## src/rtl/wsi_pkg.sv

```systemverilog
package wsi_pkg;

    // Bus sequencer state as reported to the inserter
    typedef enum logic [1:0] {
        BUS_T1 = 2'b00,
        BUS_T2 = 2'b01,
        BUS_T3 = 2'b10,
        BUS_T4 = 2'b11
    } bus_state_e;

    // Controller states
    typedef enum logic [1:0] {
        WS_IDLE    = 2'b00,
        WS_STRETCH = 2'b01,
        WS_DONE    = 2'b10
    } ws_state_e;

    // Half-clock wait states covered by one full clock
    localparam int unsigned HALVES_PER_CLK = 2;

endpackage

```

## src/rtl/wsi_code_decode.sv

```systemverilog
module wsi_code_decode #(
    parameter int unsigned CODE_W          = 3,
    parameter int unsigned HALVES_PER_STEP = 2,
    parameter int unsigned CNT_W           = 4
) (
    input  logic [CODE_W-1:0] code_i,
    output logic [CNT_W-1:0]  halves_o,
    output logic              zero_o,
    output logic              single_o
);
    import wsi_pkg::*;

    // Each code step adds HALVES_PER_STEP half-clock wait states
    always_comb begin
        halves_o = CNT_W'(code_i) * CNT_W'(HALVES_PER_STEP);
        zero_o   = (code_i == '0);
        single_o = (halves_o == CNT_W'(HALVES_PER_CLK));
    end

endmodule

```

## src/rtl/wsi_half_counter.sv

```systemverilog
module wsi_half_counter #(
    parameter int unsigned CNT_W = 4
) (
    input  logic             clk,
    input  logic             rst_n,
    input  logic             load_i,
    input  logic [CNT_W-1:0] load_val_i,
    input  logic             dec_i,
    output logic             last_o
);
    import wsi_pkg::*;

    localparam logic [CNT_W-1:0] STEP = CNT_W'(HALVES_PER_CLK);

    // Half-states still owed after the current clock
    logic [CNT_W-1:0] remain_q;

    always_ff @(posedge clk or negedge rst_n) begin
        if (!rst_n) begin
            remain_q <= '0;
        end else if (load_i) begin
            // The entry cycle itself consumes one clock of wait
            remain_q <= (load_val_i >= STEP) ? (load_val_i - STEP) : '0;
        end else if (dec_i) begin
            remain_q <= (remain_q >= STEP) ? (remain_q - STEP) : '0;
        end
    end

    assign last_o = (remain_q <= STEP);

endmodule

```

## src/rtl/wsi_seq_fsm.sv

```systemverilog
module wsi_seq_fsm (
    input  logic clk,
    input  logic rst_n,
    input  logic in_t3_i,
    input  logic eligible_i,
    input  logic zero_i,
    input  logic single_i,
    input  logic last_i,
    output logic load_o,
    output logic dec_o,
    output logic hold_o
);
    import wsi_pkg::*;

    ws_state_e state_q, state_d;

    // State register
    always_ff @(posedge clk or negedge rst_n) begin
        if (!rst_n) begin
            state_q <= WS_IDLE;
        end else begin
            state_q <= state_d;
        end
    end

    // Next-state logic
    always_comb begin
        state_d = state_q;
        unique case (state_q)
            WS_IDLE: begin
                if (in_t3_i) begin
                    if (eligible_i && !zero_i && !single_i) begin
                        state_d = WS_STRETCH;
                    end else begin
                        state_d = WS_DONE;
                    end
                end
            end
            WS_STRETCH: begin
                if (last_i) begin
                    state_d = WS_DONE;
                end
            end
            WS_DONE: begin
                if (!in_t3_i) begin
                    state_d = WS_IDLE;
                end
            end
            default: state_d = WS_IDLE;
        endcase
    end

    // Outputs
    always_comb begin
        load_o = 1'b0;
        dec_o  = 1'b0;
        hold_o = 1'b0;
        unique case (state_q)
            WS_IDLE: begin
                if (in_t3_i && eligible_i && !zero_i) begin
                    load_o = 1'b1;
                    hold_o = 1'b1;
                end
            end
            WS_STRETCH: begin
                dec_o  = 1'b1;
                hold_o = 1'b1;
            end
            WS_DONE: begin
                hold_o = 1'b0;
            end
            default: begin
                hold_o = 1'b0;
            end
        endcase
    end

endmodule

```

## src/rtl/wait_state_inserter.sv

```systemverilog
module wait_state_inserter #(
    parameter int unsigned CODE_W          = 3,
    parameter int unsigned HALVES_PER_STEP = 2
) (
    input  logic              clk,
    input  logic              rst_n,
    input  logic [CODE_W-1:0] wait_code,
    input  logic [1:0]        bus_state,
    input  logic              internal_access,
    input  logic              slow_clock,
    output logic              hold
);
    import wsi_pkg::*;

    localparam int unsigned MAX_HALVES = ((1 << CODE_W) - 1) * HALVES_PER_STEP;
    localparam int unsigned CNT_W      = $clog2(MAX_HALVES + 1);

    logic             in_t3;
    logic             eligible;
    logic [CNT_W-1:0] halves;
    logic             zero_wait;
    logic             single_wait;
    logic             load;
    logic             dec;
    logic             last;
    logic             fsm_hold;

    assign in_t3    = (bus_state_e'(bus_state) == BUS_T3);
    assign eligible = !internal_access && !slow_clock;

    wsi_code_decode #(
        .CODE_W          (CODE_W),
        .HALVES_PER_STEP (HALVES_PER_STEP),
        .CNT_W           (CNT_W)
    ) decode_i (
        .code_i   (wait_code),
        .halves_o (halves),
        .zero_o   (zero_wait),
        .single_o (single_wait)
    );

    wsi_half_counter #(
        .CNT_W (CNT_W)
    ) counter_i (
        .clk        (clk),
        .rst_n      (rst_n),
        .load_i     (load),
        .load_val_i (halves),
        .dec_i      (dec),
        .last_o     (last)
    );

    wsi_seq_fsm fsm_i (
        .clk        (clk),
        .rst_n      (rst_n),
        .in_t3_i    (in_t3),
        .eligible_i (eligible),
        .zero_i     (zero_wait),
        .single_i   (single_wait),
        .last_i     (last),
        .load_o     (load),
        .dec_o      (dec),
        .hold_o     (fsm_hold)
    );

    // Entry-cycle hold is combinational; gate it off while in reset
    assign hold = fsm_hold && rst_n;

endmodule

```

## config.mk

```make
export PLATFORM = sky130hd
export DESIGN_NAME = wait_state_inserter
export DESIGN_NICKNAME = d
export VERILOG_FILES = /design/src/rtl/wsi_pkg.sv /design/src/rtl/wsi_code_decode.sv /design/src/rtl/wsi_half_counter.sv /design/src/rtl/wsi_seq_fsm.sv /design/src/rtl/wait_state_inserter.sv
export SDC_FILE = /design/constraint.sdc
export NUM_CORES = 1
export LEC_CHECK = 0
export ABC_AREA = 0
export BUFFER_PORTS_ARGS = -buffer_cell sky130_fd_sc_hd__buf_2
export CORE_AREA = 8 8 45 47
export DETAILED_ROUTE_END_ITERATION = 7
export DIE_AREA = 0 0 53 55
export PLACE_DENSITY = 0.6
export SYNTH_ARGS = -nofsm -noshare
export SYNTH_HDL_FRONTEND = slang
export SYNTH_HIERARCHICAL = 1
export SYNTH_SLANG_ARGS = --single-unit
```

## constraint.sdc

```tcl
create_clock -name clk -period 3.05 [get_ports clk]
set_input_delay 0.61 -clock clk [delete_from_list [all_inputs] [get_ports clk]]
set_output_delay 0.61 -clock clk [all_outputs]
set_load 0.02 [all_outputs]
```

# Yosys cells after proc, flatten, opt, wreduce, memory -nomap -nowiden
# Cells that the tools add are included.
# totals
reg_bits	6
output_inout_bits	1
# classes
addsub	2
n_lt_le_gt_ge	3
n_eq_ne	7
mux	13
n_reduce_logical	14
# ops
op	n
two-way mux 4 bit	4
greater-or-equal comparator 4 x 2 -> 1 bit (second input constant)	2
two-way mux 2 bit	4
subtractor 4 x 2 -> 4 bit (second input constant)	2
logical AND 1 bit	6
case mux 2 bit (3 select lines)	1
== test 2 bit (second input constant)	2
<= comparator 4 x 2 -> 1 bit (second input constant)	1
zero test 1 bit	4
inequality test 2 bit (second input constant)	2
== test 3 x 1 -> 1 bit (second input constant)	1
zero test 3 bit	1
two-way mux 1 bit	3
AND reduction 3 bit	1
== test 2 x 1 -> 1 bit (second input constant)	1
zero test 2 bit	1
inequality test 2 x 1 -> 1 bit (second input constant)	1
case mux 1 bit (2 select lines)	1
nonzero test 2 bit	1

# Depth between registers and ports, before layout
# Gate-level depths: netlist of the first run.
# depth
word_depth	7
ltp_mapped	5

# By module
# Netlist of the first run, hierarchy kept.
# modules_own_cells
module	n_inst	cells_each	area_per_inst_um2
wsi_half_counter	1	32	276.5
wsi_seq_fsm	1	11	116.4
wsi_code_decode	1	7	56.3
wait_state_inserter	1	3	23.8

# Worst setup path after synthesis of the first run
# OpenSTA, ideal clock, no wires.
# synth_timing
path_kind	input to output
from	input bus_state[1]
to	output hold
arrival_ps	1200
required_time_ps	2440
path_slack_ps	1240
stages	4
path_cell_list	nor2b_4 > nand3b_1 > a21oi_1 > and2_1
# synth_between
elab_chain_len	6
# synth_rtl
item	line	source
start: declaration	wait_state_inserter.sv:8	input logic [1:0] bus_state,
== test 2 bit	wait_state_inserter.sv:28	assign in_t3 = (bus_state_e'(bus_state) == BUS_T3);
logical AND 1 bit (2 in a row)	wsi_seq_fsm.sv:60	if (in_t3_i && eligible_i && !zero_i) begin
two-way mux 1 bit	wsi_seq_fsm.sv:60	
case mux 1 bit (2 select lines)	wsi_seq_fsm.sv:58	unique case (state_q)
named net fsm_hold	wait_state_inserter.sv:26	logic fsm_hold;
logical AND 1 bit	wait_state_inserter.sv:67	assign hold = fsm_hold && rst_n;
end: declaration	wait_state_inserter.sv:11	output logic hold
# The timed path passes the listed nets, and every way through them passes these cells.

# Final worst setup path of the first run
# layout_timing
from	input wait_code[2]
to	output hold
# layout_between
elab_chain_len	6
# layout_rtl
item	line	source
start: declaration	wait_state_inserter.sv:7	input logic [CODE_W-1:0] wait_code,
zero test 3 bit	wsi_code_decode.sv:16	zero_o = (code_i == '0);
named net zero_wait	wait_state_inserter.sv:21	logic zero_wait;
zero test 1 bit	wsi_seq_fsm.sv:60	
logical AND 1 bit	wsi_seq_fsm.sv:60	
two-way mux 1 bit	wsi_seq_fsm.sv:60	
case mux 1 bit (2 select lines)	wsi_seq_fsm.sv:58	
named net fsm_hold	wait_state_inserter.sv:26	
logical AND 1 bit	wait_state_inserter.sv:67	
# The timed path passes the listed nets, and every way through them passes these cells.

==> out/metrics.cfg, run 1 <==
[detailed_routing]
ant_nets = 0
avgViaCountPerCell = 4.79
wl_um = 882
drt_iter0_drc = 11
drc = 0
vias = 369
dr.pass1.iters = 4
routedWlPerCell_um = 11.5

[global_routing]
grt_max_degree = 9
grt_overflow_total = 0
grt_pass1_vias = 366
grt_pass1_wl_um = 1570
groute.usage.overall_pct = 7.30
antenna_found_initial = 0

[clocking]
insertion_delay_ns = 0.24
htree_levels = 1
cts.sinks = 6
hold_buffers = 0
cts_tree = yes
post_cts_buffers = 0
numCtsBuffers = 3
clockBufferDepth = 2
clock-root-buffer = clkbuf_4
ctsResizeCount = 0
path_clk_slew_ns = 0.05

[timing]
relSlewSlack_pct = 43.8
slew_viol_final = 0
worst_slew_pin_slew_ns = 0.836
setup_ws_ns = 0.954
min_period_ns = 2.10
setup_viol = 0
hold_viol = 0
clock.fmax_mhz = 477
finalClockSkew_ns = 0.00123
rsz0062_at_grt = false
finalSetupTns_ns = 0
period_share_pct = 68.7

[logic_synthesis]
postSynthAreaPerCell_sq_um = 8.92
synth_seq_area_share_pct = 31.7
synth_cell_types = 29
synth_area_leader_cell = dfrtp_1
synth_nets = 64
syn_inst = 53
ys_ff_latch = 6
netlist_area_sq_um = 473
yosys_warnings = 6
yosysTopAreaCellShare_pct = 31.7
synth_top_cells_by_area = dfrtp_1 32%, buf_4 6.3%, inv_1 5.6%

[placement]
dp_hpwl_um = 712
place_ws_ns = 0.955
place.gp.congestion = 0.741
port_buffers = 9

[layout]
layout-drive-gt1-share_pct = 31.1
final_nets = 74
fin_util_pct = 38.3
syn_to_final_growth_pct = 12.2
antenna_cells = 0
fill_cells = 155

[setup_path]
startpoint = wait_code[2]
r2r-start = fsm_i/state_q[1]$_DFFE_PN0P_
cp_slowest_cell = nor3_2
cp.arrival_ns = 1.49
critPathMaxStageDelay_ns = 0.19
path_common_cell = buf_2
end_kind = output port
criticalPathCategory = input pin to output port
required_ns = 2.44
critical_path_buf_inv_count = 2
path_cells = buf_2 > nor3_2 > nand3b_1 > a21oi_1 > and2_1 > buf_2
path_max_fanout = 6
crit_family = simple AND/OR/NAND/NOR gates
start_kind = input pin

[power_and_ir_drop]
clockPowerShare_pct = 21.7
intPower_mw = 0.217
leakagePower_nw = 0.238
cellPowerDensity_nw_per_um2 = 633
switching_power_mw = 0.118
sw_frac_of_total_pct = 35.3
peakVddDrop_v = 0.000269
combPwrFrac_pct = 35.5
pwr-share-seq_pct = 42.9

[floorplanning]
initial_core_util_pct = 34.2
die_h_um = 55
coreArea_sq_um = 1380
die_area_sq_um = 2920
ios = 10
rows = 14
die_w_um = 53

[hold_path]
hold_path_class = input pin to async pin

[job]
drv_cap = 0

[status]
outcome = finished, final reports clean

## synth_stat cells
| cell | count |
|---|---|
| a211o_1 | 1 |
| a211oi_1 | 1 |
| a21oi_1 | 2 |
| a221o_2 | 1 |
| a32o_1 | 1 |
| a32oi_1 | 1 |
| and2_1 | 1 |
| and2b_2 | 1 |
| buf_4 | 4 |
| conb_1 | 1 |
| dfrtp_1 | 6 |
| ha_1 | 2 |
| inv_1 | 7 |
| mux2_2 | 1 |
| nand2_1 | 3 |
| nand2b_1 | 2 |
| nand3b_1 | 1 |
| nor2_1 | 2 |
| nor2b_4 | 1 |
| nor3_1 | 2 |
| nor3_2 | 1 |
| nor3b_2 | 1 |
| o211ai_1 | 1 |
| o21ai_0 | 3 |
| o22ai_1 | 2 |
| o32ai_1 | 1 |
| o41ai_1 | 1 |
| or3_2 | 1 |
| or4b_1 | 1 |
## layer usage
metal | track usage, % | routed length [um]
met5 | 0 | 0
met4 | 6.47 | 0
met3 | 1.07 | 20
met2 | 8.98 | 376
met1 | 10.4 | 485
## worst paths after layout
| check | end | slack, ns | cells after the start |
|---|---|---|---|
| setup / recovery | hold | 0.95 | 6 |
| hold / removal | counter_i/remain_q[0]$_DFFE_PN0P_ | 0.19 | 1 |
| setup reg to reg | counter_i/remain_q[2]$_DFFE_PN0P_ | 1.51 | 3 |
| hold reg to reg | fsm_i/state_q[0]$_DFFE_PN0P_ | 0.57 | 1 |
| max in group asynchronous | counter_i/remain_q[1]$_DFFE_PN0P_ | 2.72 | 1 |
| min in group clk | fsm_i/state_q[0]$_DFFE_PN0P_ | 0.57 | 1 |
## logic make-up after synthesis
kind of cell,count (synthesis),share of synthesized area (%)
mux,1,2.38
other cells,1,0.793
fa+ha+maj,2,5.29
simple gates,17,24.9
flops,6,31.7
compound gates,15,23.0
buf+inv,11,11.9
## through the flow
step | instance area, sq um | hold WS [ns] | power [mW] | instances
finish | 531 | 0.187 | 0.336 | 77
floorplan | 473 | 0.314 | 0.234 | 53
global placement | 508 | 0.448 | 0.261 | 74
CTS | 531 | 0.185 | 0.340 | 77
global route | 531 | 0.185 | 0.371 | 77
detailed placement | 508 | 0.446 | 0.263 | 74
## flip-flops by register name (all words and copies together), names as in the netlist
register / count
counter_i/remain_q: 4
fsm_i/state_q: 2
## power by group through the flow
| stage | Combinational (mW) | Sequential [mW] | Clock, mW |
|---|---|---|---|
| floorplan | 0.0981 | 0.136 | 0 |
| global placement | 0.117 | 0.144 | 0 |
| detailed placement | 0.119 | 0.143 | 0 |
| CTS | 0.120 | 0.143 | 0.0760 |
| global route | 0.139 | 0.150 | 0.0819 |
| finish | 0.119 | 0.144 | 0.0728 |
## layout make-up
type                            count  area (sq um)  area share (%)
Sequential cell                     6           150            28.3
Tap cell                           16          20.0            3.77
Clock buffer                        3          22.5            4.25
Timing Repair Buffer                9          45.0            8.49
Multi-Input combinational cell     36           267            50.2
Inverter                            7          26.3            4.95
## placed cells by master (no fill, tap or decap), types with 2 or more instances in the layout
cell / netlist / routed
a21oi_1: 2 / 2
buf_2: 0 / 9
nor2_1: 2 / 2
clkbuf_4: 0 / 3
o22ai_1: 2 / 2
inv_1: 7 / 7
o21ai_0: 3 / 3
nand2_1: 3 / 3
nand2b_1: 2 / 2
ha_1: 2 / 2
nor3_1: 2 / 2
dfrtp_1: 6 / 6
Note: power is estimated with default switching activity, not from simulation.
==> inputs of run 2 (changes only) <==
--- a/config.mk
+++ b/config.mk
@@ -10,7 +10,7 @@
 export CORE_AREA = 8 8 45 47
 export DETAILED_ROUTE_END_ITERATION = 7
 export DIE_AREA = 0 0 53 55
-export PLACE_DENSITY = 0.6
+export PLACE_DENSITY = 0.62
 export SYNTH_ARGS = -nofsm -noshare
 export SYNTH_HDL_FRONTEND = slang
 export SYNTH_HIERARCHICAL = 1
==> constraint.sdc (replaced) <==
create_clock -name clk -period 1.8 [get_ports clk]
set_input_delay 0.36 -clock clk [delete_from_list [all_inputs] [get_ports clk]]
set_output_delay 0.36 -clock clk [all_outputs]
set_load 0.02 [all_outputs]
==> out/metrics.cfg, run 2 (synthesis gave the netlist of run 1 again) <==
[status]
outcome = finished, final reports clean

[setup_path]
cp.arrival_ns = 1.39  ; -0.10 ns
rr_worst_depth = 4  ; +1
end_kind = output port
required_ns = 1.44  ; -1.00 ns
path_max_fanout = 7  ; +1
criticalPathCategory = input pin to output port
r2r_slack_ns = 0.42  ; -1.09 ns
start_kind = input pin

[timing]
slew_viol_final = 0  ; unchanged
hold_viol = 0  ; unchanged
finalSetupTns_ns = 0  ; unchanged
period_share_pct = 97.3
clock.fmax_mhz = 571
finalClockSkew_ns = 0.00536  ; +0.00413 ns
rsz0062_at_grt = false
min_period_ns = 1.75
setup_viol = 0  ; unchanged

[clocking]
cts.sinks = 6  ; unchanged
insertion_delay_ns = 0.24  ; about the same
ctsResizeCount = 0  ; unchanged
cts_tree = yes
post_cts_buffers = 0  ; unchanged
hold_buffers = 1  ; +1
htree_levels = 1  ; unchanged
clockBufferDepth = 2  ; unchanged
clock-root-buffer = clkbuf_4
path_clk_slew_ns = 0.04  ; about the same
numCtsBuffers = 3  ; unchanged

[floorplanning]
die_area_sq_um = 2920  ; unchanged
ios = 10  ; unchanged
initial_core_util_pct = 34.2  ; unchanged
die_h_um = 55  ; unchanged
rows = 14  ; unchanged
coreArea_sq_um = 1380  ; unchanged
die_w_um = 53  ; unchanged

[detailed_routing]
avgViaCountPerCell = 5.33  ; +11%
routedWlPerCell_um = 12.0  ; +4.8%
ant_nets = 0  ; unchanged
vias = 421  ; +14%
wl_um = 948  ; +7.5%
drt_iter0_drc = 12  ; +1
drc = 0  ; unchanged
dr.pass1.iters = 4  ; unchanged

[hold_path]
holdPathStages = 4
hold_path_class = input pin to flop

[layout]
antenna_cells = 0  ; unchanged
fin_util_pct = 39.6  ; +1.3 points
final_nets = 76  ; +2.7%
final_cell_area_sq_um = 548  ; +3.3%
regMostFlops = counter_i/remain_q
final_common_cell = buf_2
largest_register_ffs = 4  ; unchanged
final_cell_mix = 9 x buf_2, 7 x inv_1, 6 x dfrtp_1
layout-drive-gt1-share_pct = 31.7  ; +0.60 points
syn_to_final_growth_pct = 15.9
reg_top3 = counter_i/remain_q (4), fsm_i/state_q (2)

[power_and_ir_drop]
leakagePower_nw = 0.247  ; +4.0%
pwr-share-seq_pct = 42.6  ; -0.3 points
combPwrFrac_pct = 36.7  ; +1.2 points
sw_frac_of_total_pct = 35.4  ; +0.15 points
clockPowerShare_pct = 20.7  ; -1.0 points
intPower_mw = 0.369  ; +70%
switching_power_mw = 0.202  ; +71%
peakVddDrop_v = 0.000706  ; +160%
cellPowerDensity_nw_per_um2 = 1040  ; +65%

[global_routing]
antenna_found_initial = 0  ; unchanged
grt_max_degree = 8  ; -1
grt_overflow_total = 0  ; unchanged
groute.usage.overall_pct = 7.62  ; +0.33 points
grt_pass1_wl_um = 1640  ; +4.4%
grt_pass1_vias = 412  ; +13%

[placement]
dp_hpwl_um = 752  ; +5.6%
port_buffers = 9  ; unchanged
placed_cell_area_sq_um = 515  ; +1.5%
place.gp.congestion = 0.745  ; +0.55%

[job]
drv_cap = 0  ; unchanged

## run 2: cell count changes in the layout (fill, tap and decap cells not counted), sizes merged
cell	delta
dlygate4sd3	+1
buf	+1
## run 2: stage by stage
step	hold WS, ns	std cells	setup WS, ns	total power, mW
floorplan	0.0644	53	0.363	0.396
global placement	0.187	75	0.215	0.455
detailed placement	0.188	75	0.192	0.452
CTS	0.464	79	0.0850	0.577
global route	0.497	79	0.00549	0.630
finish	0.490	79	0.0478	0.572
## run 2: worst paths after layout
check | from | to
min reg2reg | counter_i/remain_q[0]$_DFFE_PN0P_ | counter_i/remain_q[0]$_DFFE_PN0P_
max reg2reg | fsm_i/state_q[1]$_DFFE_PN0P_ | counter_i/remain_q[0]$_DFFE_PN0P_
min | wait_code[0] | counter_i/remain_q[1]$_DFFE_PN0P_
min in group asynchronous | rst_n | counter_i/remain_q[0]$_DFFE_PN0P_
max | rst_n | hold
max in group asynchronous | rst_n | counter_i/remain_q[3]$_DFFE_PN0P_
## run 2: critical path, stage by stage
cell,delay (ns)
dlygate4sd3_1,0.54
buf_2,0.19
and2_1,0.14
buf_2,0.16
## run 2: layer usage
metal | share of wire [%] | global-route usage (%) | routed length, um | up-vias
li1 | - | - | - | 211
met1 | 44 | 6.61 | 417 | 196
met2 | 51 | 14.8 | 479 | 14
met3 | 5.4 | 2.94 | 51 | 0
met4 | 0 | 3.88 | 0 | 0
met5 | 0 | 0 | 0 | -
## run 2: final cells by class
cell class / instances / area [sq um]
Fill cell: 143 / 836
Multi-Input combinational cell: 36 / 267
Sequential cell: 6 / 150
Timing Repair Buffer: 11 / 62.6
Inverter: 7 / 26.3
Clock buffer: 3 / 22.5
Tap cell: 16 / 20.0
## run 2: power by group through the flow
stage	Clock [mW]	Sequential (mW)	Combinational, mW
CTS	0.123	0.244	0.210
finish	0.118	0.244	0.210
global route	0.132	0.252	0.246
detailed placement	0	0.245	0.207
floorplan	0	0.230	0.166
global placement	0	0.244	0.211
